## src/rtl/sbsram_pkg.sv

```systemverilog
package sbsram_pkg;

    typedef enum logic [2:0] {
        S_DESEL,
        S_READ,
        S_WRITE,
        S_SLEEP,
        S_WAKE
    } ctl_state_t;

    // Low two address bits of a beat, given the start offset and the count.
    function automatic logic [1:0] beat_low(input logic [1:0] start,
                                            input logic [1:0] cnt,
                                            input logic       ilv);
        return ilv ? (start ^ cnt) : (start + cnt);
    endfunction

endpackage

```

## src/rtl/sbsram_burst_ctr.sv

```systemverilog
module sbsram_burst_ctr
    import sbsram_pkg::*;
#(
    parameter int ADDR_W = 6
) (
    input  logic              clk,
    input  logic              rst_n,
    input  logic              load,
    input  logic              step,
    input  logic              ilv,
    input  logic [ADDR_W-1:0] ext_addr,
    output logic [ADDR_W-1:0] nxt_addr,
    output logic [ADDR_W-1:0] cur_addr
);

    logic [ADDR_W-1:0] base_q, base_d;
    logic [1:0]        cnt_q, cnt_d;

    always_comb begin
        base_d = load ? ext_addr : base_q;
        if (load) begin
            cnt_d = 2'd0;
        end else if (step) begin
            cnt_d = cnt_q + 2'd1;
        end else begin
            cnt_d = cnt_q;
        end
    end

    assign nxt_addr = {base_d[ADDR_W-1:2], beat_low(base_d[1:0], cnt_d, ilv)};
    assign cur_addr = {base_q[ADDR_W-1:2], beat_low(base_q[1:0], cnt_q, ilv)};

    always_ff @(posedge clk or negedge rst_n) begin
        if (!rst_n) begin
            base_q <= '0;
            cnt_q  <= 2'd0;
        end else begin
            base_q <= base_d;
            cnt_q  <= cnt_d;
        end
    end

    // an advance moves the count by exactly one
    a_r3_step_one: assert property (@(posedge clk) disable iff (!rst_n)
        (step && !load) |=> (cnt_q == $past(cnt_q) + 2'd1));

    // with no start and no advance the burst position holds
    a_r3_hold_pos: assert property (@(posedge clk) disable iff (!rst_n)
        (!step && !load) |=> ($stable(cnt_q) && $stable(base_q)));

    // a start loads the external address as the first beat
    a_r4_start_addr: assert property (@(posedge clk) disable iff (!rst_n)
        load |=> (base_q == $past(ext_addr) && cnt_q == 2'd0));

endmodule

```

## src/rtl/sbsram_fsm.sv

```systemverilog
module sbsram_fsm
    import sbsram_pkg::*;
#(
    parameter int LANES    = 2,
    parameter int WAKE_CYC = 3
) (
    input  logic             clk,
    input  logic             rst_n,
    input  logic             cpu_stb_n,
    input  logic             ctl_stb_n,
    input  logic             sel_n,
    input  logic             en_hi,
    input  logic             en_lo_n,
    input  logic             step_n,
    input  logic             all_wr_n,
    input  logic             lane_wr_n,
    input  logic [LANES-1:0] lane_sel_n,
    input  logic             sleep,
    output logic             load,
    output logic             step,
    output logic [LANES-1:0] wr_lanes,
    output logic             rd_q,
    output logic             asleep
);

    localparam int WCW = (WAKE_CYC > 1) ? $clog2(WAKE_CYC) : 1;
    localparam logic [WCW-1:0] WLOAD = WCW'(WAKE_CYC - 1);

    ctl_state_t     state_q, state_d, run_nxt, resume_q;
    logic [WCW-1:0] wcnt_q;
    logic           sleep_q;
    logic           active, in_burst, go_cpu, ctl_hit, ctl_sel, cont;
    logic           wr_start, rd_now, wr_req;
    logic [LANES-1:0] lanes_dec;

    // Command decode for the current cycle
    always_comb begin
        active   = (state_q == S_DESEL) || (state_q == S_READ) || (state_q == S_WRITE);
        in_burst = (state_q == S_READ) || (state_q == S_WRITE);
        go_cpu   = active && !cpu_stb_n && !sel_n;
        ctl_hit  = active && !go_cpu && !ctl_stb_n;
        ctl_sel  = ctl_hit && !sel_n && en_hi && !en_lo_n;
        cont     = active && !go_cpu && !ctl_hit && in_burst;
        step     = cont && !step_n;
        load     = go_cpu || ctl_sel;

        if (!all_wr_n) begin
            lanes_dec = '1;
        end else if (!lane_wr_n) begin
            lanes_dec = ~lane_sel_n;
        end else begin
            lanes_dec = '0;
        end
        wr_req   = |lanes_dec;
        wr_start = ctl_sel && wr_req;

        if (wr_start || ((state_q == S_WRITE) && step)) begin
            wr_lanes = lanes_dec;
        end else begin
            wr_lanes = '0;
        end

        rd_now = go_cpu || (ctl_sel && !wr_req) || ((state_q == S_READ) && cont);
    end

    // Next-state selection
    always_comb begin
        run_nxt = state_q;
        if (load) begin
            run_nxt = wr_start ? S_WRITE : S_READ;
        end else if (ctl_hit) begin
            run_nxt = S_DESEL;
        end

        unique case (state_q)
            S_DESEL, S_READ, S_WRITE: state_d = (sleep && sleep_q) ? S_SLEEP : run_nxt;
            S_SLEEP:                  state_d = sleep ? S_SLEEP : S_WAKE;
            S_WAKE:                   state_d = (wcnt_q == '0) ? resume_q : S_WAKE;
            default:                  state_d = S_DESEL;
        endcase
    end

    // State register
    always_ff @(posedge clk or negedge rst_n) begin
        if (!rst_n) begin
            state_q <= S_DESEL;
        end else begin
            state_q <= state_d;
        end
    end

    // Registered outputs and bookkeeping of the sleep path
    always_ff @(posedge clk or negedge rst_n) begin
        if (!rst_n) begin
            sleep_q  <= 1'b0;
            rd_q     <= 1'b0;
            resume_q <= S_DESEL;
            wcnt_q   <= WLOAD;
        end else begin
            sleep_q <= sleep;
            rd_q    <= rd_now;
            if (active && (state_d == S_SLEEP)) begin
                resume_q <= run_nxt;
            end
            if (state_q == S_SLEEP) begin
                wcnt_q <= WLOAD;
            end else if ((state_q == S_WAKE) && (wcnt_q != '0)) begin
                wcnt_q <= wcnt_q - 1'b1;
            end
        end
    end

    assign asleep = (state_q == S_SLEEP);

    // a processor-strobe start never writes
    a_r1_cpu_reads: assert property (@(posedge clk) disable iff (!rst_n)
        (active && !cpu_stb_n && !sel_n) |-> (wr_lanes == '0));

    // a rejected controller strobe produces no read access
    a_r2_desel_quiet: assert property (@(posedge clk) disable iff (!rst_n)
        (active && cpu_stb_n && !ctl_stb_n && !en_hi) |=> !rd_q);

    // two consecutive sleep samples enter the sleep state
    a_r9_sleep_entry: assert property (@(posedge clk) disable iff (!rst_n)
        (active && sleep && sleep_q) |=> (state_q == S_SLEEP));

    // nothing is written outside the active states
    a_r9_no_write_parked: assert property (@(posedge clk) disable iff (!rst_n)
        !active |-> (wr_lanes == '0));

    // the recovery countdown is never cut short
    a_r10_wake_len: assert property (@(posedge clk) disable iff (!rst_n)
        ((state_q == S_WAKE) && (wcnt_q != '0)) |=> (state_q == S_WAKE));

endmodule

```

## src/rtl/sbsram_array.sv

```systemverilog
module sbsram_array #(
    parameter int ADDR_W = 6,
    parameter int LANES  = 2,
    parameter int LANE_W = 8
) (
    input  logic                     clk,
    input  logic [LANES-1:0]         we,
    input  logic [ADDR_W-1:0]        waddr,
    input  logic [LANES*LANE_W-1:0]  wdata,
    input  logic [ADDR_W-1:0]        raddr,
    output logic [LANES*LANE_W-1:0]  rword
);

    localparam int DEPTH = 1 << ADDR_W;

    for (genvar g = 0; g < LANES; g++) begin : g_lane
        logic [LANE_W-1:0] lane_mem [DEPTH];

        always_ff @(posedge clk) begin
            if (we[g]) begin
                lane_mem[waddr] <= wdata[g*LANE_W +: LANE_W];
            end
        end

        assign rword[g*LANE_W +: LANE_W] = lane_mem[raddr];
    end

endmodule

```

## src/rtl/sbsram_outpath.sv

```systemverilog
module sbsram_outpath #(
    parameter int DW = 16
) (
    input  logic          clk,
    input  logic          rst_n,
    input  logic          flow_thru,
    input  logic          oe_n,
    input  logic          rd_q,
    input  logic [DW-1:0] mem_word,
    output logic [DW-1:0] rdata,
    output logic          rd_oe
);

    logic          pipe_vld;
    logic [DW-1:0] pipe_dat;
    logic          src_vld;
    logic [DW-1:0] src_dat;

    always_ff @(posedge clk or negedge rst_n) begin
        if (!rst_n) begin
            pipe_vld <= 1'b0;
            pipe_dat <= '0;
        end else begin
            pipe_vld <= rd_q;
            pipe_dat <= mem_word;
        end
    end

    always_comb begin
        src_vld = flow_thru ? rd_q : pipe_vld;
        src_dat = flow_thru ? mem_word : pipe_dat;
        rd_oe   = src_vld && !oe_n;
        rdata   = rd_oe ? src_dat : '0;
    end

    // in pipelined mode the data follows the access by one edge
    a_r7_pipe_lag: assert property (@(posedge clk) disable iff (!rst_n)
        (!flow_thru && !oe_n) |-> (rd_oe == $past(rd_q)));

    // a deasserted output enable blanks the bus
    a_r8_oe_blank: assert property (@(posedge clk) disable iff (!rst_n)
        oe_n |-> (!rd_oe && rdata == '0));

endmodule

```

## src/rtl/sbsram_ctrl.sv

```systemverilog
module sbsram_ctrl
    import sbsram_pkg::*;
#(
    parameter int ADDR_W   = 6,
    parameter int LANES    = 2,
    parameter int LANE_W   = 8,
    parameter int WAKE_CYC = 3
) (
    input  logic                     clk,
    input  logic                     rst_n,
    input  logic [ADDR_W-1:0]        addr,
    input  logic                     sel_n,
    input  logic                     en_hi,
    input  logic                     en_lo_n,
    input  logic                     cpu_stb_n,
    input  logic                     ctl_stb_n,
    input  logic                     step_n,
    input  logic                     all_wr_n,
    input  logic                     lane_wr_n,
    input  logic [LANES-1:0]         lane_sel_n,
    input  logic                     ilv_order,
    input  logic                     flow_thru,
    input  logic                     oe_n,
    input  logic                     sleep,
    input  logic [LANES*LANE_W-1:0]  wdata,
    output logic [LANES*LANE_W-1:0]  rdata,
    output logic                     rd_oe,
    output logic [LANES-1:0]         wr_strobe,
    output logic                     asleep
);

    localparam int DW = LANES * LANE_W;

    logic              load, step, rd_q;
    logic [ADDR_W-1:0] nxt_addr, cur_addr;
    logic [DW-1:0]     mem_word;

    sbsram_fsm #(.LANES(LANES), .WAKE_CYC(WAKE_CYC)) u_fsm (
        .clk        (clk),
        .rst_n      (rst_n),
        .cpu_stb_n  (cpu_stb_n),
        .ctl_stb_n  (ctl_stb_n),
        .sel_n      (sel_n),
        .en_hi      (en_hi),
        .en_lo_n    (en_lo_n),
        .step_n     (step_n),
        .all_wr_n   (all_wr_n),
        .lane_wr_n  (lane_wr_n),
        .lane_sel_n (lane_sel_n),
        .sleep      (sleep),
        .load       (load),
        .step       (step),
        .wr_lanes   (wr_strobe),
        .rd_q       (rd_q),
        .asleep     (asleep)
    );

    sbsram_burst_ctr #(.ADDR_W(ADDR_W)) u_ctr (
        .clk      (clk),
        .rst_n    (rst_n),
        .load     (load),
        .step     (step),
        .ilv      (ilv_order),
        .ext_addr (addr),
        .nxt_addr (nxt_addr),
        .cur_addr (cur_addr)
    );

    sbsram_array #(.ADDR_W(ADDR_W), .LANES(LANES), .LANE_W(LANE_W)) u_mem (
        .clk   (clk),
        .we    (wr_strobe),
        .waddr (nxt_addr),
        .wdata (wdata),
        .raddr (cur_addr),
        .rword (mem_word)
    );

    sbsram_outpath #(.DW(DW)) u_out (
        .clk       (clk),
        .rst_n     (rst_n),
        .flow_thru (flow_thru),
        .oe_n      (oe_n),
        .rd_q      (rd_q),
        .mem_word  (mem_word),
        .rdata     (rdata),
        .rd_oe     (rd_oe)
    );

endmodule

```

## config.mk

```make
export PLATFORM = sky130hd
export DESIGN_NAME = sbsram_ctrl
export DESIGN_NICKNAME = d
export VERILOG_FILES = /design/src/rtl/sbsram_pkg.sv /design/src/rtl/sbsram_burst_ctr.sv /design/src/rtl/sbsram_fsm.sv /design/src/rtl/sbsram_array.sv /design/src/rtl/sbsram_outpath.sv /design/src/rtl/sbsram_ctrl.sv
export SDC_FILE = /design/constraint.sdc
export NUM_CORES = 1
export LEC_CHECK = 0
export CORE_MARGIN = 2
export CORE_UTILIZATION = 40
export CTS_BUF_LIST = sky130_fd_sc_hd__clkbuf_8 sky130_fd_sc_hd__clkbuf_16
export CTS_CLUSTER_DIAMETER = 80
export DETAILED_ROUTE_END_ITERATION = 6
export SLEW_MARGIN = 20
export SYNTH_ARGS = -nofsm -noshare
export SYNTH_HDL_FRONTEND = slang
export SYNTH_HIERARCHICAL = 1
export SYNTH_SLANG_ARGS = --single-unit
```

## constraint.sdc

```tcl
create_clock -name clk -period 4.1 [get_ports clk]
set_input_delay 0.82 -clock clk [delete_from_list [all_inputs] [get_ports clk]]
set_output_delay 0.82 -clock clk [all_outputs]
set_load 0.03 [all_outputs]
```

Word level (Yosys, flattened, before mapping)
Memories as Yosys holds them, arrays and structs flattened.
Cells that the tools add are included.

cells by class
  equality and inequality tests = 5
  bitwise logic cells = 3
  reduce and logical (&&, ||, !) cells = 40
  $add $sub $neg = 4
  multiplexer cells = 24

operator list
  kind                 count
  $mux 16              2
  $mux 2               10
  $logic_and 1x1->1    18
  $mux 3               5
  $eq 3x2->1 const B   3
  $logic_not 1->1      9
  $pmux 3 s3           1
  $logic_or 1x1->1     7
  $mux 6               1
  $mux 1               5
  $add 2x2->2          2
  $reduce_bool 2->1    2
  $xor 2x2->2          2
  $eq 3x1->1 const B   1
  $eq 3x3->1 const B   1
  $logic_not 3->1      1
  $reduce_or 3->1      1
  $add 2x1->2 const B  1
  $logic_not 2->1      1
  $not 2->2            1
  $reduce_or 2->1      1
  $sub 2x1->2 const B  1

word-level totals
  memories kept = 2
  register bits = 35
  input port bits = 38
  memory bits (writable) = 1024
  output and inout port bits = 20
  word-level logic and storage cells = 87

memory list
  memory                    depth  bits a word  rd ports  clocked after Yosys merged registers in  wr ports  RTL line            RTL
  u_mem.g_lane[0].lane_mem  64     8            1         0                                        1         sbsram_array.sv:17  logic [LANE_W-1:0] lane_mem [DEPTH];
  u_mem.g_lane[1].lane_mem  64     8            1         0                                        1         sbsram_array.sv:17

Longest topological paths before layout
  word-level depth = 18
  depth in mapped cells = 16
  mapped depth without buffers = 12

Modules after synthesis
Netlist, hierarchy kept.

by module, submodules not included
  module            area an instance (um2)  cells each  times used
  sbsram_array      39953.3                 1886        1
  sbsram_outpath    870.8                   77          1
  sbsram_fsm        655.6                   75          1
  sbsram_burst_ctr  465.4                   38          1

Worst setup path after synthesis
OpenSTA, ideal clock, no wires.

  path kind = input to register
  start point = input ctl_stb_n
  end point = memory u_mem.g_lane[1].lane_mem[42][0], enable pin
  slack = -0.075 ns
  path buffers = 3
  arrival time = 3.805 ns
  stages = 15
  path through = nor3b_1 nor2_1 nor3_1 buf_6 mux2_2 ha_1 nor2b_1 xnor2_2 xnor2_1 clkbuf_1 or3b_2 clkbuf_1 inv_1 nand2_1 nor2_1

RTL lines
  element                          RTL line                RTL
  from (decl)                      sbsram_ctrl.sv:16       input logic ctl_stb_n,
  $logic_not 1->1                  sbsram_fsm.sv:41        ctl_hit = active && !go_cpu && !ctl_stb_n;
  $logic_and 1x1->1                sbsram_fsm.sv:41
  $logic_and 1x1->1 (3 in series)  sbsram_fsm.sv:42        ctl_sel = ctl_hit && !sel_n && en_hi && !en_lo_n;
  $logic_or 1x1->1                 sbsram_fsm.sv:45        load = go_cpu || ctl_sel;
  net load                         sbsram_ctrl.sv:34       logic load, step, rd_q;
  $mux 6                           sbsram_burst_ctr.sv:20  base_d = load ? ext_addr : base_q;
  net u_ctr.base_d[0]              sbsram_burst_ctr.sv:16  logic [ADDR_W-1:0] base_q, base_d;
  $add 2x2->2                      sbsram_pkg.sv:15        return ilv ? (start ^ cnt) : (start + cnt);
  $mux 2                           sbsram_pkg.sv:15
  net nxt_addr[1]                  sbsram_ctrl.sv:35       logic [ADDR_W-1:0] nxt_addr, cur_addr;
  to (decl)                        sbsram_array.sv:17

The timed path passes the listed nets, and every way through them passes these cells.

Worst setup path in the final report
  start point = register u_ctr.base_q[0]
  end point = output rdata[14]

on the way
  longest elaborated chain between the ends = 5

ends and longest elaborated chain
  element                                            RTL line                RTL
  from (decl)                                        sbsram_burst_ctr.sv:16
  from (signal assigned)                             sbsram_burst_ctr.sv:38  base_q <= base_d;
  $add 2x2->2 / $xor 2x2->2 (equally long branches)  sbsram_pkg.sv:15
  $mux 2 *                                           sbsram_pkg.sv:15
  net cur_addr[0]                                    sbsram_ctrl.sv:35
  $mem_v2 64x8 *                                     --
  net mem_word[14]                                   sbsram_ctrl.sv:36       logic [DW-1:0] mem_word;
  $mux 16 *                                          sbsram_outpath.sv:31    src_dat = flow_thru ? mem_word : pipe_dat;
  $mux 16 *                                          sbsram_outpath.sv:33    rdata = rd_oe ? src_dat : '0;
  to (decl)                                          sbsram_ctrl.sv:26       output logic [LANES*LANE_W-1:0] rdata,

The timed path passes the listed nets; every way through them passes the cells marked *.

==> qor.csv <==
stage,metric,value,unit
cells_and_area,regArea,31630,um2
placement,dp_cells,3657,
yosys,synthTopCellsByArea,"edfxtp_1, mux4_2, mux2i_1",
power,ir_drop,0.4535,mV
yosys,synth_edf_count,1024,
sta,hold_viol_final,0,
yosys,synth_common_cells,"edfxtp_1, mux4_2, nor2_1",
detailed_routing,detail_route.wl_per_cell,26.26,um
detailed_routing,drtIter0Drc,2332,
critical_path,crit_start,u_ctr/base_q[0],
cells_and_area,final_area,50880,um2
critical_path,worst_ep_required_time,3280,ps
sta,finalClockSkew,18.95,ps
yosys,synthArstFlopShare,3.305,%
cts,postCtsHoldBufs,0,
cells_and_area,multi_input_area,10040,um2
yosys,synthesis.area,41950,um2
yosys,yosysSeqAreaShare,75.40,%
yosys,synth-compound-area-share,3.588,%
cells_and_area,fin_nets,2487,
die,die_area,107500,um2
cells_and_area,final_layout_size_suffix_gt1_share,36.40,%
die,row_count,118,
cts,clockBufferDepth,3,
critical_path,critPathKind,register to output pin,
critical_path,r2r_slack,340,ps
placement,hpwl,65060,um
cells_and_area,syn_to_final_growth,21.30,%
sta,worstMarginPinSlew,1159,ps
sta,fin_tns_setup,-5975,ps
yosys,avgSynthCellArea,20.20,um2
critical_path,rr_worst_depth,14,
cells_and_area,nFillCells,8288,
global_routing,grt_pass1_vias,21910,
sta,whs,306.3,ps
die,coreArea,103800,um2
cts,h-tree-depth,3,
detailed_routing,first_pass_iters,7,
power,p_leak,0.01683,uW
cts,cts_buffers,100,
placement,io_buffers,57,
critical_path,max_stage_delay,410,ps
critical_path,path_max_fanout,5,
cts,root_buffer,clkbuf_16,
sta,setup_viol,16,
global_routing,antenna_found_initial,3,
power,powerDensity,776.5,nW/um2
die,start_util,40.41,%
die,ioPinCount,58,
sta,slew_viol_final,0,
yosys,synth_cell_type_count,62,
sta,finalCriticalPeriod,4529,ps
outcome,violations,setup timing,
outcome,outcome,"finished, violations left",
yosys,yosysWarnings,6,
yosys,synth_top_family_by_area,multiplexers,
yosys,synth_mux_area_share,14.63,%
detailed_routing,vias_per_cell,5.559,
critical_path,critPathBufInv,7,
yosys,yosysTopAreaCell,edfxtp_1,
die,die_w,327.8,um
die,fp.dieH,327.8,um
critical_path,cp-end-kind,output pin,
yosys,synthFlopType,edfxtp_1,
yosys,syn_nets,2117,
critical_path,crit_top_cell,buf_12,
global_routing,grt.total_usage,18.92,%
cells_and_area,n_antenna_cell,0,
cts,tritoncts,built,
critical_path,crit_arrival,3710,ps
yosys,synthAdderAreaFrac,0.08949,%
cts,clock-sinks,1059,
global_routing,grt-ovfl-total,0,
yosys,yosysTopAreaCellShare,73.31,%
placement,place_area,45830,um2
cells_and_area,layout.cells.non_filler,3910,
sta,slew_headroom,22.60,%
detailed_routing,drc,0,
critical_path,start_kind,register,
yosys,yosysMostFrequentCell,edfxtp_1,
cts,clk_pin_slew,60,ps
detailed_routing,ant_nets,0,
yosys,synthXorXnorAreaFrac,0.1432,%
job,maxCapViolations,0,
yosys,synthCells,2076,
critical_path,reg2reg_from,u_fsm/state_q[1],
global_routing,grt_max_degree,68,
critical_path,crit_chain,ha_4 > buf_12 > buf_12 > buf_12 > buf_16 > mux4_2 > mux2i_1 > a22oi_1 > buf_4 > a31oi_4 > buf_6 > a311oi_4 > nand2_1 > o32ai_2 > buf_4,
sta,setup_ws,-429.0,ps
sta,rsz0062_at_grt,yes,
detailed_routing,dr_total_vias,21730,
yosys,synth-seq-cells,1059,
placement,gp_congestion,0.8537,
critical_path,cp_top_family,buffers and inverters,
critical_path,rr_endpoint,u_mem/g_lane[0].lane_mem[45][2],
yosys,yosys.area_share.simple,3.788,%
sta,min_period_over_period,110.5,%
cts,insertion_delay,670,ps
critical_path,critPathSlowestCell,dfrtp_1,
power,power.total,39510,uW
global_routing,grt_pass1_wl,149000,um
detailed_routing,wirelength,102700,um
hold_path,hp-class,input port to asynchronous set/reset pin,
sta,fmax,220.8,MHz
==> through the flow <==
stage / utilization (%) / worst slack (ps)
6_report: 49.02 / -429.0
5_1_grt: 49.02 / -511.2
4_1_cts: 48.54 / -473.6
3_5_place_dp: 44.15 / -634.3
3_3_place_gp: 44.15 / -586.0
2_1_floorplan: - / -75.05
==> worst reg2reg max path, cell delays in order, from the launching register on <==
cell      delay [ps]
dfrtp_1          390
buf_4            170
xnor2_1          140
nor4_1           260
buf_4            200
xnor2_1           70
nor2_1           140
ha_1             160
nor2b_1          210
xnor2_2          140
xnor2_1          180
buf_4            210
nand3b_1         180
buf_4            260
nor2_1           660
==> per-layer routing <==
metal  vias to the layer above  wire length [um]  GRT usage, %  part of all wire, %
met1                     11530             42740         26.02                   42
met5                         -                40             0                0.039
met3                       137              6423         2.482                  6.3
met4                         6              2327         5.215                  2.3
met2                       807             51130         31.81                   50
li1                       9259                 -             -                    -
==> timing repair <==
item | in CTS | in global routing
setup buffers | 42 | 25
pin swaps | 56 | 24
cloned | 8 | 4
gates resized for setup | 144 | 58
setup endpoints to repair | 16 | 179
==> layout by cell type (no fill, tap or decap), types with 6 or more instances in the layout <==
cell type,Yosys,layout
a311oi_2,0,7
nor2b_1,33,28
buf_16,0,13
buf_2,33,16
edfxtp_1,1024,1024
nor2_2,1,25
o32ai_1,6,6
buf_12,4,45
a221oi_1,15,13
nand3b_1,8,8
mux2_2,15,15
dfrtp_1,34,31
a31oi_4,0,6
mux2i_2,0,11
bufinv_16,0,8
a211o_1,9,9
buf_4,26,281
a22oi_2,0,22
clkinv_1,0,12
mux4_2,220,222
a22oi_1,60,38
nor2_1,151,127
a221oi_2,4,6
clkbuf_16,0,110
inv_1,30,48
a21oi_1,15,13
and4_4,0,9
nand3_1,30,27
clkinvlp_4,0,6
mux2i_1,89,77
a22o_1,7,7
a311oi_4,0,6
clkinv_2,0,21
nand2_1,59,56
buf_6,16,16
a211oi_1,15,11
clkbuf_8,0,10
clkdlybuf4s50_1,0,21
o32ai_2,10,10
==> layout make-up <==
| class | count | area share, % |
|---|---|---|
| clock inverter | 70 | 1.097 |
| multi-input combinational | 855 | 19.74 |
| tap | 1380 | 3.394 |
| inverter | 30 | 0.2213 |
| timing repair buffer | 400 | 7.889 |
| sequential | 1059 | 62.17 |
| clock buffer | 116 | 5.484 |
==> worst max path at each step <==
| stage | endpoint | slack [ps] | depth (start not counted) |
|---|---|---|---|
| global placement | rdata[7] | -590 | 14 |
| global route | rdata[15] | -510 | 14 |
| floorplan | u_mem/g_lane[1].lane_mem[42][0] | -80 | 15 |
| detailed placement | rdata[4] | -630 | 13 |
| CTS | rdata[14] | -470 | 15 |
| finish | rdata[14] | -430 | 15 |
==> sequential cells by signal (all words and copies together) (netlist names) <==
signal and cells:
u_mem/g_lane.lane_mem 1024, u_out/pipe_dat 16, u_ctr/base_q 6, u_fsm/resume_q 3, u_fsm/state_q 3, u_ctr/cnt_q 2, u_fsm/wcnt_q 2, u_fsm/rd_q 1
u_fsm/sleep_q 1, u_out/pipe_vld 1
==> logic make-up after synthesis <==
| family | count (synthesis) |
|---|---|
| adders and majority gates | 3 |
| AOI/OAI and AO/OA | 183 |
| buffers and inverters | 162 |
| muxes | 329 |
| xor gates and xnor gates | 6 |
| DFF | 1059 |
| and+or+nand+nor | 334 |
==> power breakdown <==
| group | switching, uW | internal, uW |
|---|---|---|
| registers | 201 | 12100 |
| clock network | 3910 | 5360 |
| logic | 9070 | 8860 |
| total | 13200 | 26300 |
Power figures use the tool's default switching activity.
